## config.mk

```make
export PLATFORM = sky130hd
export DESIGN_NAME = bod_ctrl
export DESIGN_NICKNAME = d
export VERILOG_FILES = /design/src/rtl/bod_pkg.sv /design/src/rtl/bod_sync.sv /design/src/rtl/bod_regs.sv /design/src/rtl/bod_lvr_settle.sv /design/src/rtl/bod_ctrl.sv
export SDC_FILE = /design/constraint.sdc
export NUM_CORES = 1
export LEC_CHECK = 0
export ABC_AREA = 0
export CAP_MARGIN = 20
export CORE_MARGIN = 5
export CORE_UTILIZATION = 30
export DETAILED_ROUTE_END_ITERATION = 10
export DONT_BUFFER_PORTS = 1
export GPL_TIMING_DRIVEN = 0
export PLACE_DENSITY = 0.42
export REMOVE_ABC_BUFFERS = 1
export SLEW_MARGIN = 30
export SYNTH_ARGS = -nofsm -noshare
export SYNTH_HDL_FRONTEND = slang
export SYNTH_SLANG_ARGS = --single-unit
```

## constraint.sdc

```tcl
create_clock -name clk -period 4.1 [get_ports clk]
set_input_delay 0.41 -clock clk [delete_from_list [all_inputs] [get_ports clk]]
set_output_delay 0.41 -clock clk [all_outputs]
set_load 0.03 [all_outputs]
```

## src/rtl/bod_pkg.sv

```systemverilog
package bod_pkg;
  localparam int B_EN    = 0;
  localparam int B_THR_L = 1;
  localparam int B_THR_H = 2;
  localparam int B_MODE  = 3;
  localparam int B_FLAG  = 4;
  localparam int B_LP    = 5;
  localparam int B_STAT  = 6;
  localparam int B_LVR   = 7;
  localparam logic [7:0] GUARD_MASK = 8'b1010_1111;

  // new guarded fields: replace masked bits only when the write is allowed
  function automatic logic [7:0] guard_merge(input logic [7:0] old_v,
                                             input logic [7:0] wdata,
                                             input logic       allow);
    guard_merge = allow ? ((old_v & ~GUARD_MASK) | (wdata & GUARD_MASK)) : old_v;
  endfunction

  // sticky flag: set dominates clear
  function automatic logic flag_next(input logic cur, input logic set_ev,
                                     input logic clr_ev);
    flag_next = set_ev | (cur & ~clr_ev);
  endfunction
endpackage

```

## src/rtl/bod_sync.sv

```systemverilog
module bod_sync #(
  parameter int STAGES = 2,
  parameter int WIDTH  = 1
) (
  input  logic             clk,
  input  logic             rst_n,
  input  logic [WIDTH-1:0] din,
  output logic [WIDTH-1:0] dout
);
  logic [WIDTH-1:0] stg [STAGES];

  always_ff @(posedge clk or negedge rst_n) begin
    if (!rst_n) stg[0] <= '0;
    else        stg[0] <= din;
  end

  for (genvar g = 1; g < STAGES; g++) begin : g_stage
    always_ff @(posedge clk or negedge rst_n) begin
      if (!rst_n) stg[g] <= '0;
      else        stg[g] <= stg[g-1];
    end
  end

  assign dout = stg[STAGES-1];
endmodule

```

## src/rtl/bod_regs.sv

```systemverilog
module bod_regs
  import bod_pkg::*;
#(
  parameter logic [7:0] RST_VAL = 8'h80
) (
  input  logic       clk,
  input  logic       rst_n,
  input  logic       wr_en,
  input  logic [7:0] wr_data,
  input  logic       unlocked,
  input  logic       set_ev,
  output logic [7:0] cfg,
  output logic       flag
);
  logic guarded_wr;
  logic clr_ev;

  assign guarded_wr = wr_en & unlocked;
  assign clr_ev     = wr_en & wr_data[B_FLAG];

  always_ff @(posedge clk or negedge rst_n) begin
    if (!rst_n) begin
      cfg  <= RST_VAL & GUARD_MASK;
      flag <= 1'b0;
    end else begin
      cfg  <= guard_merge(cfg, wr_data, guarded_wr);
      flag <= flag_next(flag, set_ev, clr_ev);
    end
  end

  a_r2_locked_hold: assert property (@(posedge clk) disable iff (!rst_n)
    !(wr_en && unlocked) |=> $stable(cfg));
  a_r4_set_flag: assert property (@(posedge clk) disable iff (!rst_n)
    set_ev |=> flag);
  a_r5_clear_flag: assert property (@(posedge clk) disable iff (!rst_n)
    (clr_ev && !set_ev) |=> !flag);
endmodule

```

## src/rtl/bod_lvr_settle.sv

```systemverilog
module bod_lvr_settle #(
  parameter int SETTLE_CYC = 5000
) (
  input  logic clk,
  input  logic rst_n,
  input  logic enable,
  output logic ready
);
  localparam int CW = $clog2(SETTLE_CYC + 1);
  localparam logic [CW-1:0] LIMIT = CW'(SETTLE_CYC);

  logic [CW-1:0] cnt;

  always_ff @(posedge clk or negedge rst_n) begin
    if (!rst_n)             cnt <= '0;
    else if (!enable)       cnt <= '0;
    else if (cnt != LIMIT)  cnt <= cnt + 1'b1;
  end

  assign ready = (cnt == LIMIT);

  a_r10_zero_when_off: assert property (@(posedge clk) disable iff (!rst_n)
    !enable |=> (cnt == '0));
  a_r10_count_step: assert property (@(posedge clk) disable iff (!rst_n)
    (enable && cnt != LIMIT) |=> (cnt == $past(cnt) + 1'b1));
endmodule

```

## src/rtl/bod_ctrl.sv

```systemverilog
module bod_ctrl
  import bod_pkg::*;
#(
  parameter int         SYNC_STAGES = 2,
  parameter int         SETTLE_CYC  = 5000,
  parameter logic [7:0] RST_VAL     = 8'h80
) (
  input  logic       clk,
  input  logic       rst_n,
  input  logic       cmp_below,
  input  logic       lvr_below,
  input  logic       unlocked,
  input  logic       wr_en,
  input  logic [7:0] wr_data,
  output logic [7:0] rd_data,
  output logic [1:0] thr_sel,
  output logic       low_pwr,
  output logic       irq,
  output logic       bod_rst_req,
  output logic       lvr_rst_req
);
  logic [1:0] sync_out;
  logic       cmp_s, lvr_s, cmp_d;
  logic [7:0] cfg;
  logic       flag;
  logic       en, rst_mode, lvr_en, lvr_ready;
  logic       cross_ev;
  logic       irq_q;

  bod_sync #(.STAGES(SYNC_STAGES), .WIDTH(2)) u_sync (
    .clk(clk), .rst_n(rst_n), .din({lvr_below, cmp_below}), .dout(sync_out));
  assign cmp_s = sync_out[0];
  assign lvr_s = sync_out[1];

  always_ff @(posedge clk or negedge rst_n) begin
    if (!rst_n) cmp_d <= 1'b0;
    else        cmp_d <= cmp_s;
  end

  assign en       = cfg[B_EN];
  assign rst_mode = cfg[B_MODE];
  assign lvr_en   = cfg[B_LVR];
  assign cross_ev = en & (cmp_s ^ cmp_d);

  bod_regs #(.RST_VAL(RST_VAL)) u_regs (
    .clk(clk), .rst_n(rst_n), .wr_en(wr_en), .wr_data(wr_data),
    .unlocked(unlocked), .set_ev(cross_ev), .cfg(cfg), .flag(flag));

  bod_lvr_settle #(.SETTLE_CYC(SETTLE_CYC)) u_settle (
    .clk(clk), .rst_n(rst_n), .enable(lvr_en), .ready(lvr_ready));

  // interrupt hold: latched in interrupt mode, released only by disable
  always_ff @(posedge clk or negedge rst_n) begin
    if (!rst_n)                    irq_q <= 1'b0;
    else if (!en)                  irq_q <= 1'b0;
    else if (!rst_mode && cmp_s)   irq_q <= 1'b1;
  end

  always_comb begin
    rd_data         = cfg;
    rd_data[B_FLAG] = flag;
    rd_data[B_STAT] = en & cmp_s;
  end

  assign thr_sel     = cfg[B_THR_H:B_THR_L];
  assign low_pwr     = cfg[B_LP];
  assign irq         = irq_q;
  assign bod_rst_req = en & rst_mode & cmp_s;
  assign lvr_rst_req = lvr_en & lvr_ready & lvr_s;

  a_r7_irq_drop: assert property (@(posedge clk) disable iff (!rst_n)
    !en |=> !irq);
  a_r7_irq_hold: assert property (@(posedge clk) disable iff (!rst_n)
    (irq && en) |=> irq);
  a_r3_status_gated: assert property (@(posedge clk) disable iff (!rst_n)
    !en |-> !rd_data[B_STAT]);
endmodule

```

* Yosys cells after proc, flatten, opt, wreduce, memory -nomap -nowiden *
Index checks and enable logic that the tools add are counted.

cells by class
  add/sub/neg operators = 1
  eq/ne operators = 4
  multiplexer cells = 4
  bitwise operators = 13
  reduce and logical (&&, ||, !) cells = 2

operator list
  kind                                                    number
  two-way mux 13 bit                                      2
  adder 13 x 1 -> 13 bit (second input constant)          1
  equality test 13 bit (second input constant)            1
  inequality test 13 bit (second input constant)          1
  bitwise AND 1 bit                                       9
  bitwise OR 7 x 8 -> 8 bit                               1
  two-way mux 1 bit                                       2
  inequality test 2 x 1 -> 1 bit (second input constant)  1
  inequality test 2 bit (second input constant)           1
  logical AND 1 bit                                       1
  zero test 1 bit                                         1
  NOT 1 bit                                               1
  bitwise OR 1 bit                                        1
  bitwise XOR 1 bit                                       1

word-level totals
  flip-flop bits (word level) = 28
  output and inout bits = 14

* Longest topological paths before layout *
  depth after elaboration = 4
  gate-level depth with buffers = 5
  gate-level depth less buffers = 5

* By module *
A second synthesis with hierarchy kept.

unflattened totals
  cells, all modules = 112
  area total of the unflattened synthesis = 1257.5 um^2

by module, submodules not included
  module          instances  cells an instance  area each (um^2)  sequential area each (um^2)
  bod_lvr_settle  1          74                 704.4             325.3
  bod_regs        1          19                 307.8             176.4
  bod_ctrl        1          13                 130.1             50.0
  bod_sync        1          6                  115.1             100.1

* Worst setup path after synthesis *
OpenSTA, ideal clock, no wires.

  path kind = reg2out
  start = reg u_settle.cnt[6]
  end = out lvr_rst_req
  arrival time = 1.789 ns
  required time = 3.690 ns
  path slack = 1.901 ns
  stages on the path, launching flop included = 4
  buffers on the path = 0
  path through = dfrtp_1 -> nor4b_1 -> nand3b_1 -> nor4_1

on the way
  cells in the longest elaborated chain, start to end = 3

ends and longest elaborated chain
  item                            RTL line              RTL
  from (decl)                     bod_lvr_settle.sv:12  logic [CW-1:0] cnt;
  from (signal assigned)          bod_lvr_settle.sv:17  else if (cnt != LIMIT) cnt <= cnt + 1'b1;
  equality test 13 bit            bod_lvr_settle.sv:20  assign ready = (cnt == LIMIT);
  bitwise AND 1 bit (2 in a row)  bod_ctrl.sv:69        assign lvr_rst_req = lvr_en & lvr_ready & lvr_s;
  to (decl)                       bod_ctrl.sv:20        output logic lvr_rst_req

Every way passes these cells.

* Worst setup path after layout *
  start = reg u_settle.cnt[10]
  end = out lvr_rst_req

The elaborated chain is that of the path after synthesis.

==> results.json <==
{
  "grt_start_max_net_pins": 27,
  "finalHoldViolCount": 0,
  "area_delta_synth_final_pct": 10.5,
  "place_ws_ns": 2.04,
  "die_area_um2": 5470,
  "io_pins": 28,
  "antenna_found_initial": 0,
  "place_congestion": 0.714,
  "fin_crit_sh": 0.558,
  "postPlaceCellArea_um2": 1250,
  "finalPower_mw": 0.606,
  "report.final.slew_viol_count": 0,
  "root_buffer": "clkbuf_8",
  "wirelength_um": 2350,
  "cap_violations": 0,
  "remaining_drc_errors": 0,
  "crit_start": "u_settle.cnt[10]",
  "vias_per_cell": 5.13,
  "synth_most_common_cell": "dfrtp_1",
  "dieHeight_um": 74.0,
  "crit_family": "simple AND/OR/NAND/NOR gates",
  "cp-endpoint": "lvr_rst_req",
  "core_um2": 3970,
  "grt_overflow_total": 0,
  "crit_type": "reg2out",
  "ys_async_sr_fraction": 1.00,
  "slowest_delay_ns": 0.73,
  "insertion_delay_ns": 0.27,
  "switchingPower_mw": 0.172,
  "clkTransAtPathRegs_ns": 0.09,
  "netlist_area_um2": 1230,
  "worst_hold_slack_ns": 0.158,
  "intPower_mw": 0.434,
  "start_kind": "register",
  "cts_inserted_buffers": 3,
  "ys_seq_elements": 26,
  "synthTopCellsByArea": "dfrtp_1 (51%), mux2_2 (5.5%), nand2_1 (3.4%)",
  "r2r-start": "u_settle.cnt[0]",
  "nets": 126,
  "ir_worst_vdd_uv": 159,
  "cp_num_cells": 3,
  "clock_path_buffers": 2,
  "grt_pass1_vias": 849,
  "grt_util_all_layers": 0.0956,
  "comb_power_share": 0.094,
  "synth.top_cell.area_share": 0.510,
  "ys.flop_type": "dfrtp_1",
  "drt-wirelength-per-cell_um": 14.8,
  "cp.required_ns": 3.69,
  "dp_cells": 153,
  "fin_area_um2": 1360,
  "worst_slew_margin_rel": 0.473,
  "reg2reg_to": "u_settle.cnt[12]",
  "cts_max_level": 1,
  "ys_seq_area_frac": 0.531,
  "crit_path_top_delay_cell": "nor4_2",
  "ys.warnings.count": 0,
  "final.min_clock_period_ns": 2.29,
  "crit_chain": "nor4b_1, nand3b_1, nor4_2",
  "firstDrtPassIters": 2,
  "drtAntennaViolNets": 0,
  "ys_types": 36,
  "seqPwrFrac": 0.559,
  "max_freq_mhz": 437,
  "avgSynthCellArea_um2": 11.3,
  "diodes": 0,
  "die_x_um": 74.0,
  "portBuffers": 0,
  "finClkSkew_ns": 0.00296,
  "hold_depth": 0,
  "tightest_slew_ns": 0.784,
  "rsz0062_at_grt": "false",
  "std_cell_rows": 23,
  "synth-edff-count": 0,
  "p_leak_nw": 0.531,
  "cp_max_fo": 6,
  "path_buf_inv": 0,
  "drive_above_1_share": 0.156,
  "r2r_cells": 4,
  "syn_inst": 109,
  "start_util": 0.309,
  "status": "finished, final reports clean",
  "yosysTopAreaCell": "dfrtp_1",
  "reg2reg_slack_ns": 2.47,
  "dr_total_vias": 816,
  "fin_ws_ns": 1.81,
  "post-cts-setup-buffers": 0,
  "finalSetupViolCount": 0,
  "tritoncts": "done",
  "grt_pass1_wl_um": 4030,
  "netlist_top_cells_count": "dfrtp_1 (25), nand2_1 (11), a21oi_1 (8)",
  "place_hpwl_um": 1680,
  "p_sw_frac": 0.284,
  "crit_arrival_ns": 1.88,
  "stdcell_count": 159,
  "p_per_area_nw_per_um2": 447,
  "drt_iter0_markers": 20,
  "tns_ns": 0,
  "clock_sinks": 26,
  "fin_util": 0.342,
  "pwr-share-clk": 0.348,
  "end_kind": "output port",
  "hold_path.class": "in2reg"
}
registers in the layout (all words and copies together), names as in the netlist:
signal and count:
u_sync.dout 2, u_sync.stg 2, cmp_d 1, u_regs.flag 1, u_settle.cnt 13, irq 1
u_regs.cfg 6
power groups by stage:
stage	registers (mW)	clock network (mW)	logic, mW
3_3_place_gp	0.344	0	0.0484
4_1_cts	0.340	0.221	0.0589
5_1_grt	0.344	0.230	0.0650
6_report	0.339	0.211	0.0567
2_1_floorplan	0.337	0	0.0425
3_5_place_dp	0.345	0	0.0504
area by class of cell:
| type | instances | area [um^2] |
|---|---|---|
| Tap cell | 50 | 62.6 |
| Multi-Input combinational cell | 73 | 526 |
| Timing Repair Buffer | 2 | 30.0 |
| Clock buffer | 3 | 41.3 |
| Sequential cell | 26 | 652 |
| Clock inverter | 1 | 30.0 |
| Fill cell | 410 | 2620 |
| Inverter | 4 | 15.0 |
timing repair:
item | in CTS | in global routing
hold buffers | 2 | 0
resized for setup | 0 | 0
endpoints found under the hold margin | 26 | 0
layer usage:
metal	track usage	vias up	routed length (um)
met5	0	-	0
met4	0.0443	0	43
met3	0.0189	4	58
met2	0.152	11	1140
met1	0.126	406	1100
li1	-	395	-
worst min-delay path by stage:
stage,start,end,slack (ns)
2_1_floorplan,rst_n,cmp_d,0.11
3_3_place_gp,rst_n,u_settle.cnt[8],0.12
3_5_place_dp,rst_n,u_settle.cnt[8],0.12
4_1_cts,cmp_below,u_sync.stg[2],0.15
5_1_grt,cmp_below,u_sync.stg[2],0.14
6_report,cmp_below,u_sync.stg[2],0.16
kinds of logic after synthesis:
group,synth area share
muxes,0.0714
buffers and inverters,0.0459
AOI/OAI and AO/OA,0.0918
DFF,0.531
and+or+nand+nor,0.218
adders and majority gates,0.0204
xor gates and xnor gates,0.0214
cell usage in the layout (no fill, tap or decap), types with 2 or more instances in the layout:
cell,n
mux2_2,6
o31ai_1,4
or3_1,4
mux2i_1,2
a21oi_1,8
nand3b_1,2
dfrtp_1,25
ha_1,2
nor2_1,2
nand4_1,4
o21ai_0,4
or4_1,4
nand2_1,11
nand3_1,2
xor2_1,2
inv_1,3
clkbuf_8,3
worst reg2reg max path: stages (launching register included):
cell	delay (ns)
dfrtp_1	0.43
ha_1	0.23
nand3_2	0.19
or4_1	0.54
a21oi_1	0.15
(Power assumes the default switching activity.)
